## src/rtl/bwc_pkg.sv

```systemverilog
package bwc_pkg;

    // Decoded device selects, one bit per device.
    typedef struct packed {
        logic rom;
        logic video;
        logic sound;
        logic uart;
    } dev_sel_t;

    // Device whose wait count governs a fresh cycle.
    typedef enum logic [1:0] {
        SLOW_NONE  = 2'd0,
        SLOW_ROM   = 2'd1,
        SLOW_SOUND = 2'd2,
        SLOW_VIDEO = 2'd3
    } slow_dev_e;

    // Registered strobe pair.
    typedef struct packed {
        logic rd_n;
        logic wr_n;
    } strobe_t;

    localparam strobe_t STROBE_IDLE = '{rd_n: 1'b1, wr_n: 1'b1};

    // Devices with separate read and write pins.
    localparam dev_sel_t STROBE_DEVS = '{rom: 1'b0, video: 1'b1, sound: 1'b1, uart: 1'b1};

    function automatic slow_dev_e pick_slow(dev_sel_t s);
        if (s.video)      return SLOW_VIDEO;
        else if (s.sound) return SLOW_SOUND;
        else if (s.rom)   return SLOW_ROM;
        else              return SLOW_NONE;
    endfunction

    function automatic logic needs_strobe(dev_sel_t s);
        return |(4'(s) & 4'(STROBE_DEVS));
    endfunction

    function automatic int unsigned max_of3(int unsigned a, int unsigned b, int unsigned c);
        int unsigned m;
        m = (a > b) ? a : b;
        return (m > c) ? m : c;
    endfunction

endpackage

```

## src/rtl/bwc_phase_gen.sv

```systemverilog
module bwc_phase_gen (
    input  logic clk,
    input  logic rst,
    output logic phase_hi
);

    always_ff @(posedge clk) begin
        if (rst) phase_hi <= 1'b0;
        else     phase_hi <= ~phase_hi;
    end

endmodule

```

## src/rtl/bwc_wait_timer.sv

```systemverilog
module bwc_wait_timer
    import bwc_pkg::*;
#(
    parameter int unsigned WAIT_ROM   = 1,
    parameter int unsigned WAIT_VIDEO = 3,
    parameter int unsigned WAIT_SOUND = 2,
    parameter int unsigned CNT_W      = 2
) (
    input  logic     clk,
    input  logic     rst,
    input  logic     phase_hi,
    input  dev_sel_t sel,
    input  logic     video_wait_n,
    output logic     rdy
);

    localparam logic [CNT_W-1:0] LD_ROM   = CNT_W'(WAIT_ROM);
    localparam logic [CNT_W-1:0] LD_VIDEO = CNT_W'(WAIT_VIDEO);
    localparam logic [CNT_W-1:0] LD_SOUND = CNT_W'(WAIT_SOUND);

    logic [CNT_W-1:0] cnt_q, cnt_d, load_val;
    logic             rdy_q, rdy_d;
    logic             vid_hold;
    slow_dev_e        slow;

    assign slow     = pick_slow(sel);
    assign vid_hold = sel.video && !video_wait_n;

    always_comb begin
        unique case (slow)
            SLOW_VIDEO: load_val = LD_VIDEO;
            SLOW_SOUND: load_val = LD_SOUND;
            SLOW_ROM:   load_val = LD_ROM;
            default:    load_val = '0;
        endcase
    end

    // Updates happen only at the edge that ends a high phase.
    always_comb begin
        cnt_d = cnt_q;
        rdy_d = rdy_q;
        if (phase_hi) begin
            if (rdy_q) begin
                cnt_d = load_val;
                rdy_d = (load_val == '0) && !vid_hold;
            end else begin
                cnt_d = (cnt_q != '0) ? cnt_q - CNT_W'(1) : '0;
                rdy_d = (cnt_d == '0) && !vid_hold;
            end
        end
    end

    always_ff @(posedge clk) begin
        if (rst) begin
            cnt_q <= '0;
            rdy_q <= 1'b1;
        end else begin
            cnt_q <= cnt_d;
            rdy_q <= rdy_d;
        end
    end

    assign rdy = rdy_q;

endmodule

```

## src/rtl/bwc_strobe_gen.sv

```systemverilog
module bwc_strobe_gen
    import bwc_pkg::*;
(
    input  logic     clk,
    input  logic     rst,
    input  logic     phase_hi,
    input  dev_sel_t sel,
    input  logic     rw,
    output strobe_t  strb
);

    strobe_t strb_d;
    logic    hit;

    assign hit = needs_strobe(sel);

    // Load at the edge that opens a high phase, clear at the one that closes it.
    always_comb begin
        strb_d = STROBE_IDLE;
        if (!phase_hi) begin
            strb_d.rd_n = !(hit && rw);
            strb_d.wr_n = !(hit && !rw);
        end
    end

    always_ff @(posedge clk) begin
        if (rst) strb <= STROBE_IDLE;
        else     strb <= strb_d;
    end

endmodule

```

## src/rtl/bus_wait_ctrl.sv

```systemverilog
module bus_wait_ctrl
    import bwc_pkg::*;
#(
    parameter int unsigned WAIT_ROM   = 1,
    parameter int unsigned WAIT_VIDEO = 3,
    parameter int unsigned WAIT_SOUND = 2
) (
    input  logic clk,
    input  logic rst,
    input  logic sel_rom,
    input  logic sel_video,
    input  logic sel_sound,
    input  logic sel_uart,
    input  logic rw,
    input  logic video_wait_n,
    output logic sys_clk,
    output logic rdy,
    output logic rd_n,
    output logic wr_n
);

    localparam int unsigned MAX_WAIT = max_of3(WAIT_ROM, WAIT_VIDEO, WAIT_SOUND);
    localparam int unsigned CNT_W    = (MAX_WAIT < 1) ? 1 : $clog2(MAX_WAIT + 1);

    dev_sel_t sel;
    strobe_t  strb;
    logic     phase_hi;

    assign sel.rom   = sel_rom;
    assign sel.video = sel_video;
    assign sel.sound = sel_sound;
    assign sel.uart  = sel_uart;

    bwc_phase_gen u_phase (
        .clk      (clk),
        .rst      (rst),
        .phase_hi (phase_hi)
    );

    bwc_wait_timer #(
        .WAIT_ROM   (WAIT_ROM),
        .WAIT_VIDEO (WAIT_VIDEO),
        .WAIT_SOUND (WAIT_SOUND),
        .CNT_W      (CNT_W)
    ) u_wait (
        .clk          (clk),
        .rst          (rst),
        .phase_hi     (phase_hi),
        .sel          (sel),
        .video_wait_n (video_wait_n),
        .rdy          (rdy)
    );

    bwc_strobe_gen u_strobe (
        .clk      (clk),
        .rst      (rst),
        .phase_hi (phase_hi),
        .sel      (sel),
        .rw       (rw),
        .strb     (strb)
    );

    assign sys_clk = phase_hi;
    assign rd_n    = strb.rd_n;
    assign wr_n    = strb.wr_n;

endmodule

```

## config.mk

```make
export PLATFORM = sky130hd
export DESIGN_NAME = bus_wait_ctrl
export DESIGN_NICKNAME = d
export VERILOG_FILES = /design/src/rtl/bwc_pkg.sv /design/src/rtl/bwc_phase_gen.sv /design/src/rtl/bwc_wait_timer.sv /design/src/rtl/bwc_strobe_gen.sv /design/src/rtl/bus_wait_ctrl.sv
export SDC_FILE = /design/constraint.sdc
export NUM_CORES = 1
export LEC_CHECK = 0
export BUFFER_PORTS_ARGS = -buffer_cell sky130_fd_sc_hd__buf_2
export CORE_AREA = 4 4 41 43
export DETAILED_ROUTE_END_ITERATION = 10
export DIE_AREA = 0 0 45 47
export PLACE_DENSITY = 0.48
export SYNTH_ARGS = -nofsm -noshare
export SYNTH_HDL_FRONTEND = slang
export SYNTH_SLANG_ARGS = --single-unit
```

## constraint.sdc

```tcl
create_clock -name clk -period 1.15 [get_ports clk]
set_input_delay 0.115 -clock clk [delete_from_list [all_inputs] [get_ports clk]]
set_output_delay 0.115 -clock clk [all_outputs]
set_load 0.02 [all_outputs]
```

==> flow_summary.ini, run 1 <==
[outcome]
outcome = complete, no violations

[sta]
holdWs_ps = 43.1
fin_ws_ps = 78.6
max_freq_mhz = 933
max-slew-margin-rel = 0.801
rsz0062_at_grt = no
worst_slew_pin_slew_ps = 297
setup_violations = 0
final_hold_viol_count = 0
skew_ps = 1.29
period_share = 0.932
finalSetupTns_ps = 0
period_minus_slack_ps = 1070
slew_violations = 0

[power]
clockPowerShare = 0.383
p_seq_frac = 0.471
power_density_nw_per_um2 = 1500
power_frac_comb = 0.146
intPower_mw = 0.378
switching_share = 0.261
ir_drop_uv = 457
leakage_nw = 0.140
p_sw_mw = 0.133

[worst_hold_path]
hold-path-cell-count = 2
hold_path_end = u_strobe.strb[1]
hold_class = input pin to flop
min_from = rw

[setup_path]
cp.required_ps = 1030
r2r_cells = 2
crit_chain = buf_2
cp.arrival_ps = 960
r2r_slack_ps = 140
path_buf_inv = 1
timing.rr.end = u_wait.cnt_q[0]
crit_path_end_kind = primary output
crit_path_top_delay_cell = dfxtp_1
rr_startpoint = u_phase.phase_hi
max_stage_delay_ps = 490
critPathMaxFanout = 9
cp-start-kind = flop
crit_type = flop to primary output
critical_path.top_delay_family = flip-flops

[detailed_routing]
wl_per_cell_um = 9.73
vias = 242
wl_um = 535
viasPerCell = 4.40
wl_met2_um = 208
first_pass_iters = 4
drc = 0
dr_wl_met3_um = 54
highest_layer = met4
first_iter_violations = 7
ant_nets = 0
wl_met1_um = 253

[cts]
cts_buffers = 3
cts.sinks = 6
clk_path_buf_depth = 2
clk-insertion-delay-late_ps = 240
ctsHoldBuffers = 0
cts_setup_buffers = 0
htreeDepth = 1
clk_pin_slew_ps = 50
cts_tree = yes
cts_resized = 0
clock-root-buffer = clkbuf_4

[floorplanning]
io_pins = 12
num_rows = 13
fp.dieW_um = 45
dieHeight_um = 47
start_util = 0.188
core-area_um2 = 1300
die_area_um2 = 2120

[global_route]
antenna_found_initial = 0
grt_overflow_total = 0
grt_usage = 0.0602
grt_pass1_wl_um = 848
grt_start_max_net_pins = 10
grt_pass1_vias = 213

[run]
max_cap_violations = 0

[yosys]
ys_top_cells_by_area = dfxtp_1, a2111oi_2, nor2b_1
yosys.area.top_type_share = 0.490
synth_seq_cells = 6
ys_async_sr_fraction = 0
ys_types = 16
syn-num-nets = 34
ys_warn_count = 0
synth-edff-count = 0
syn_area_um2 = 245
yosysMostFrequentCell = dfxtp_1
synth_area_leader_cell = dfxtp_1
syn_inst = 26
synth.avg_cell_area_um2 = 9.43
synth_ff_type = dfxtp_1
synth-seq-area-share = 0.490

[final_layout]
n_antenna_cell = 0
area_growth_pct = 39.3
nNetsFinal = 50
drive_gt1_frac = 0.375
nFillCells = 146

[placed_design]
gp_congestion = 0.723
post-place-ws_ps = 149
port-buffer-count = 11
power by group through the flow:
| stage | logic (mW) | clock network (mW) | registers (mW) |
|---|---|---|---|
| after floorplan | 0.0328 | 0 | 0.253 |
| after global placement | 0.0757 | 0 | 0.245 |
| after detailed placement | 0.0750 | 0 | 0.244 |
| after CTS | 0.0750 | 0.208 | 0.240 |
| after global routing | 0.0828 | 0.221 | 0.244 |
| final | 0.0747 | 0.196 | 0.241 |
logic make-up (layout without fill, tap and decap cells):
| kind of cell | after synthesis | count (layout) | synth area share |
|---|---|---|---|
| flip-flops | 6 | 6 | 0.490 |
| AO/OA/AOI/OAI | 9 | 9 | 0.291 |
| AND/OR/NAND/NOR | 9 | 9 | 0.189 |
| buffers and inverters | 2 | 16 | 0.0306 |
sequential cells by signal (all words and copies together) (netlist names):
name / flops
u_wait.cnt_q: 2
u_strobe.strb: 2
u_phase.phase_hi: 1
u_wait.rdy: 1
layout by cell type (no fill, tap or decap), drive strengths merged:
master and count:
clkbuf 3, inv 2, o21ai 1, nor2 2, nand2b 1, nor3 1, nand2 2, o211ai 1
o311ai 1, nor2b 2, dfxtp 6, a2111oi 1, a21oi 2, buf 11, o21bai 1, a31o 1
o31a 1, nand3b 1
how the worst max path moves through the flow:
stage / from / cells past startpoint / to
6_report: u_phase.phase_hi / 1 / sys_clk
5_1_grt: u_phase.phase_hi / 1 / sys_clk
4_1_cts: u_phase.phase_hi / 1 / sys_clk
3_5_place_dp: u_phase.phase_hi / 2 / u_wait.cnt_q[0]
3_3_place_gp: u_phase.phase_hi / 2 / u_wait.cnt_q[0]
2_1_floorplan: u_phase.phase_hi / 2 / u_wait.cnt_q[0]
per-layer routing:
layer | up-vias | track usage
met5 | - | 0
met4 | 0 | 0.0526
met3 | 3 | 0.0345
met2 | 15 | 0.0706
met1 | 101 | 0.0755
li1 | 123 | -
stage by stage:
stage          total power [mW]  std cells  utilization  area (µm²)
4_1_cts                   0.523         55        0.263         342
2_1_floorplan             0.286         26            -         245
3_3_place_gp              0.320         52        0.245         319
5_1_grt                   0.548         55        0.263         342
3_5_place_dp              0.319         52        0.245         319
6_report                  0.511         55        0.263         342
final cells by class:
type                            instances  area [µm²]  share of cell area
Clock buffer                            3        22.5              0.0659
Inverter                                2        7.51              0.0220
Multi-Input combinational cell         18         118               0.344
Sequential cell                         6         120               0.352
Tap cell                               15        18.8              0.0549
Timing Repair Buffer                   11        55.1               0.161
No activity file was read; power rests on OpenSTA's default activity.
==> run 2, diff against run 1 <==
PLACE_DENSITY = 0.49   (was 0.48)
clock period = 0.9 ns   (was 1.15 ns; I/O delays follow)
==> run 2 against run 1 <==
Effect of this change:
- routed wire length rose by 4.7%
- first-iteration DRC count grew 14%
- non-clock buffer count is the same
- sequential cell count did not move
- total power rose by 33%
- via count is 8.7% higher
- critical path type is now flop to flop
- largest cell class unchanged
- highest routed layer is now met3
==> flow_summary.ini, run 2 (synthesized netlist as in run 1, its figures left out) <==
[cts]
cts.sinks = 6
clk_path_buf_depth = 2
cts_buffers = 3
ctsHoldBuffers = 0
clock-root-buffer = clkbuf_4
clk_pin_slew_ps = 50
htreeDepth = 1
cts_tree = yes
cts_setup_buffers = 0
clk-insertion-delay-late_ps = 240

[final_layout]
instances_no_fill = 56
final_area_um2 = 368
n_antenna_cell = 0
area_growth_pct = 50.0
nFillCells = 156
final_common_cell = buf_2
seqCellArea_um2 = 129
multi_input_area_um2 = 123
drive_gt1_frac = 0.463
reg.largest.list = u_strobe.strb x2, u_wait.cnt_q x2
nNetsFinal = 50
final_cell_mix = buf_2, clkbuf_4, dfxtp_1
utilization = 0.283

[global_route]
grt_busiest_layer = met2
antenna_found_initial = 0
use_met2 = 0.0989
grt_start_max_net_pins = 10
met3_usage = 0.0421
met1_usage = 0.0708
grt_pass1_wl_mm = 1.00
grt_pass1_vias = 249
grt_usage = 0.0680
grt_overflow_total = 0

[detailed_routing]
ant_nets = 0
wl_per_cell_um = 10.0
first_pass_iters = 4
drc = 0
wl_um = 560
vias = 263
viasPerCell = 4.70
first_iter_violations = 8

[power]
ir_drop_uv = 795
leakage_nw = 0.147
power_density_nw_per_um2 = 1850
fin_total_pwr_mw = 0.680

[sta]
skew_ps = 0.207
period_share = 0.964
finalSetupTns_ps = 0
final_hold_viol_count = 0
rsz0062_at_grt = yes
max-slew-margin-rel = 0.824
period_minus_slack_ps = 867
fin_ws_ps = 32.6
slew_violations = 0
worst_slew_pin_slew_ps = 259
holdWs_ps = 9.72
setup_violations = 0
max_freq_mhz = 1150

[setup_path]
cp-start-kind = flop
max_stage_delay_ps = 400
critical_path.top_delay_family = flip-flops
path_buf_inv = 0
cp.required_ps = 1040
r2r_slack_ps = 30
crit_path_end_kind = flop
crit_chain = nor2_1, a2111oi_2
critPathMaxFanout = 9
crit_path_top_delay_cell = dfxtp_4
crit_type = flop to flop
cp.arrival_ps = 1010

[floorplanning]
core-area_um2 = 1300
dieHeight_um = 47
die_area_um2 = 2120
fp.dieW_um = 45
start_util = 0.188
num_rows = 13
io_pins = 12

[placed_design]
port-buffer-count = 11
dpl.cell_count = 52
post-place-ws_ps = 26.6
gp_congestion = 0.711
post_dp_cell_area_um2 = 324

[worst_hold_path]
hold_class = input pin to flop

[outcome]
outcome = complete, no violations

[run]
max_cap_violations = 0
run 2: where the power goes:
group          switching (mW)  total [mW]  internal [mW]
logic                  0.0525       0.104         0.0520
clock network          0.0987       0.267          0.168
registers              0.0218       0.309          0.287
run 2: repair_timing:
item                       CTS  global route
gates resized for setup      1             5
cloned                       0             0
setup endpoints to repair    1             3
run 2: final timing paths:
path / from / endpoint / cells past startpoint
max: u_phase.phase_hi / u_wait.cnt_q[0] / 2
min: rw / u_strobe.strb[1] / 2
min reg2reg: u_wait.cnt_q[1] / u_wait.cnt_q[1] / 2
max reg2reg: u_phase.phase_hi / u_wait.cnt_q[0] / 2
run 2: cell type report:
type / instances / share of cell area
well taps: 15 / 0.0510
inverters: 2 / 0.0204
repair buffers: 11 / 0.173
clock buffers: 4 / 0.0714
flip-flops and latches: 6 / 0.350
multi-input cells: 18 / 0.333
run 2: per-layer routing:
| metal | part of all wire | vias up |
|---|---|---|
| met1 | 0.40 | 119 |
| li1 | - | 127 |
| met3 | 0.15 | 0 |
| met2 | 0.46 | 17 |
| met5 | 0 | - |
| met4 | 0 | 0 |
run 2: worst reg2reg max path, stage by stage, from the launching register on:
cell and delay [ps]:
dfxtp_4 400, nor2_1 70, a2111oi_2 300
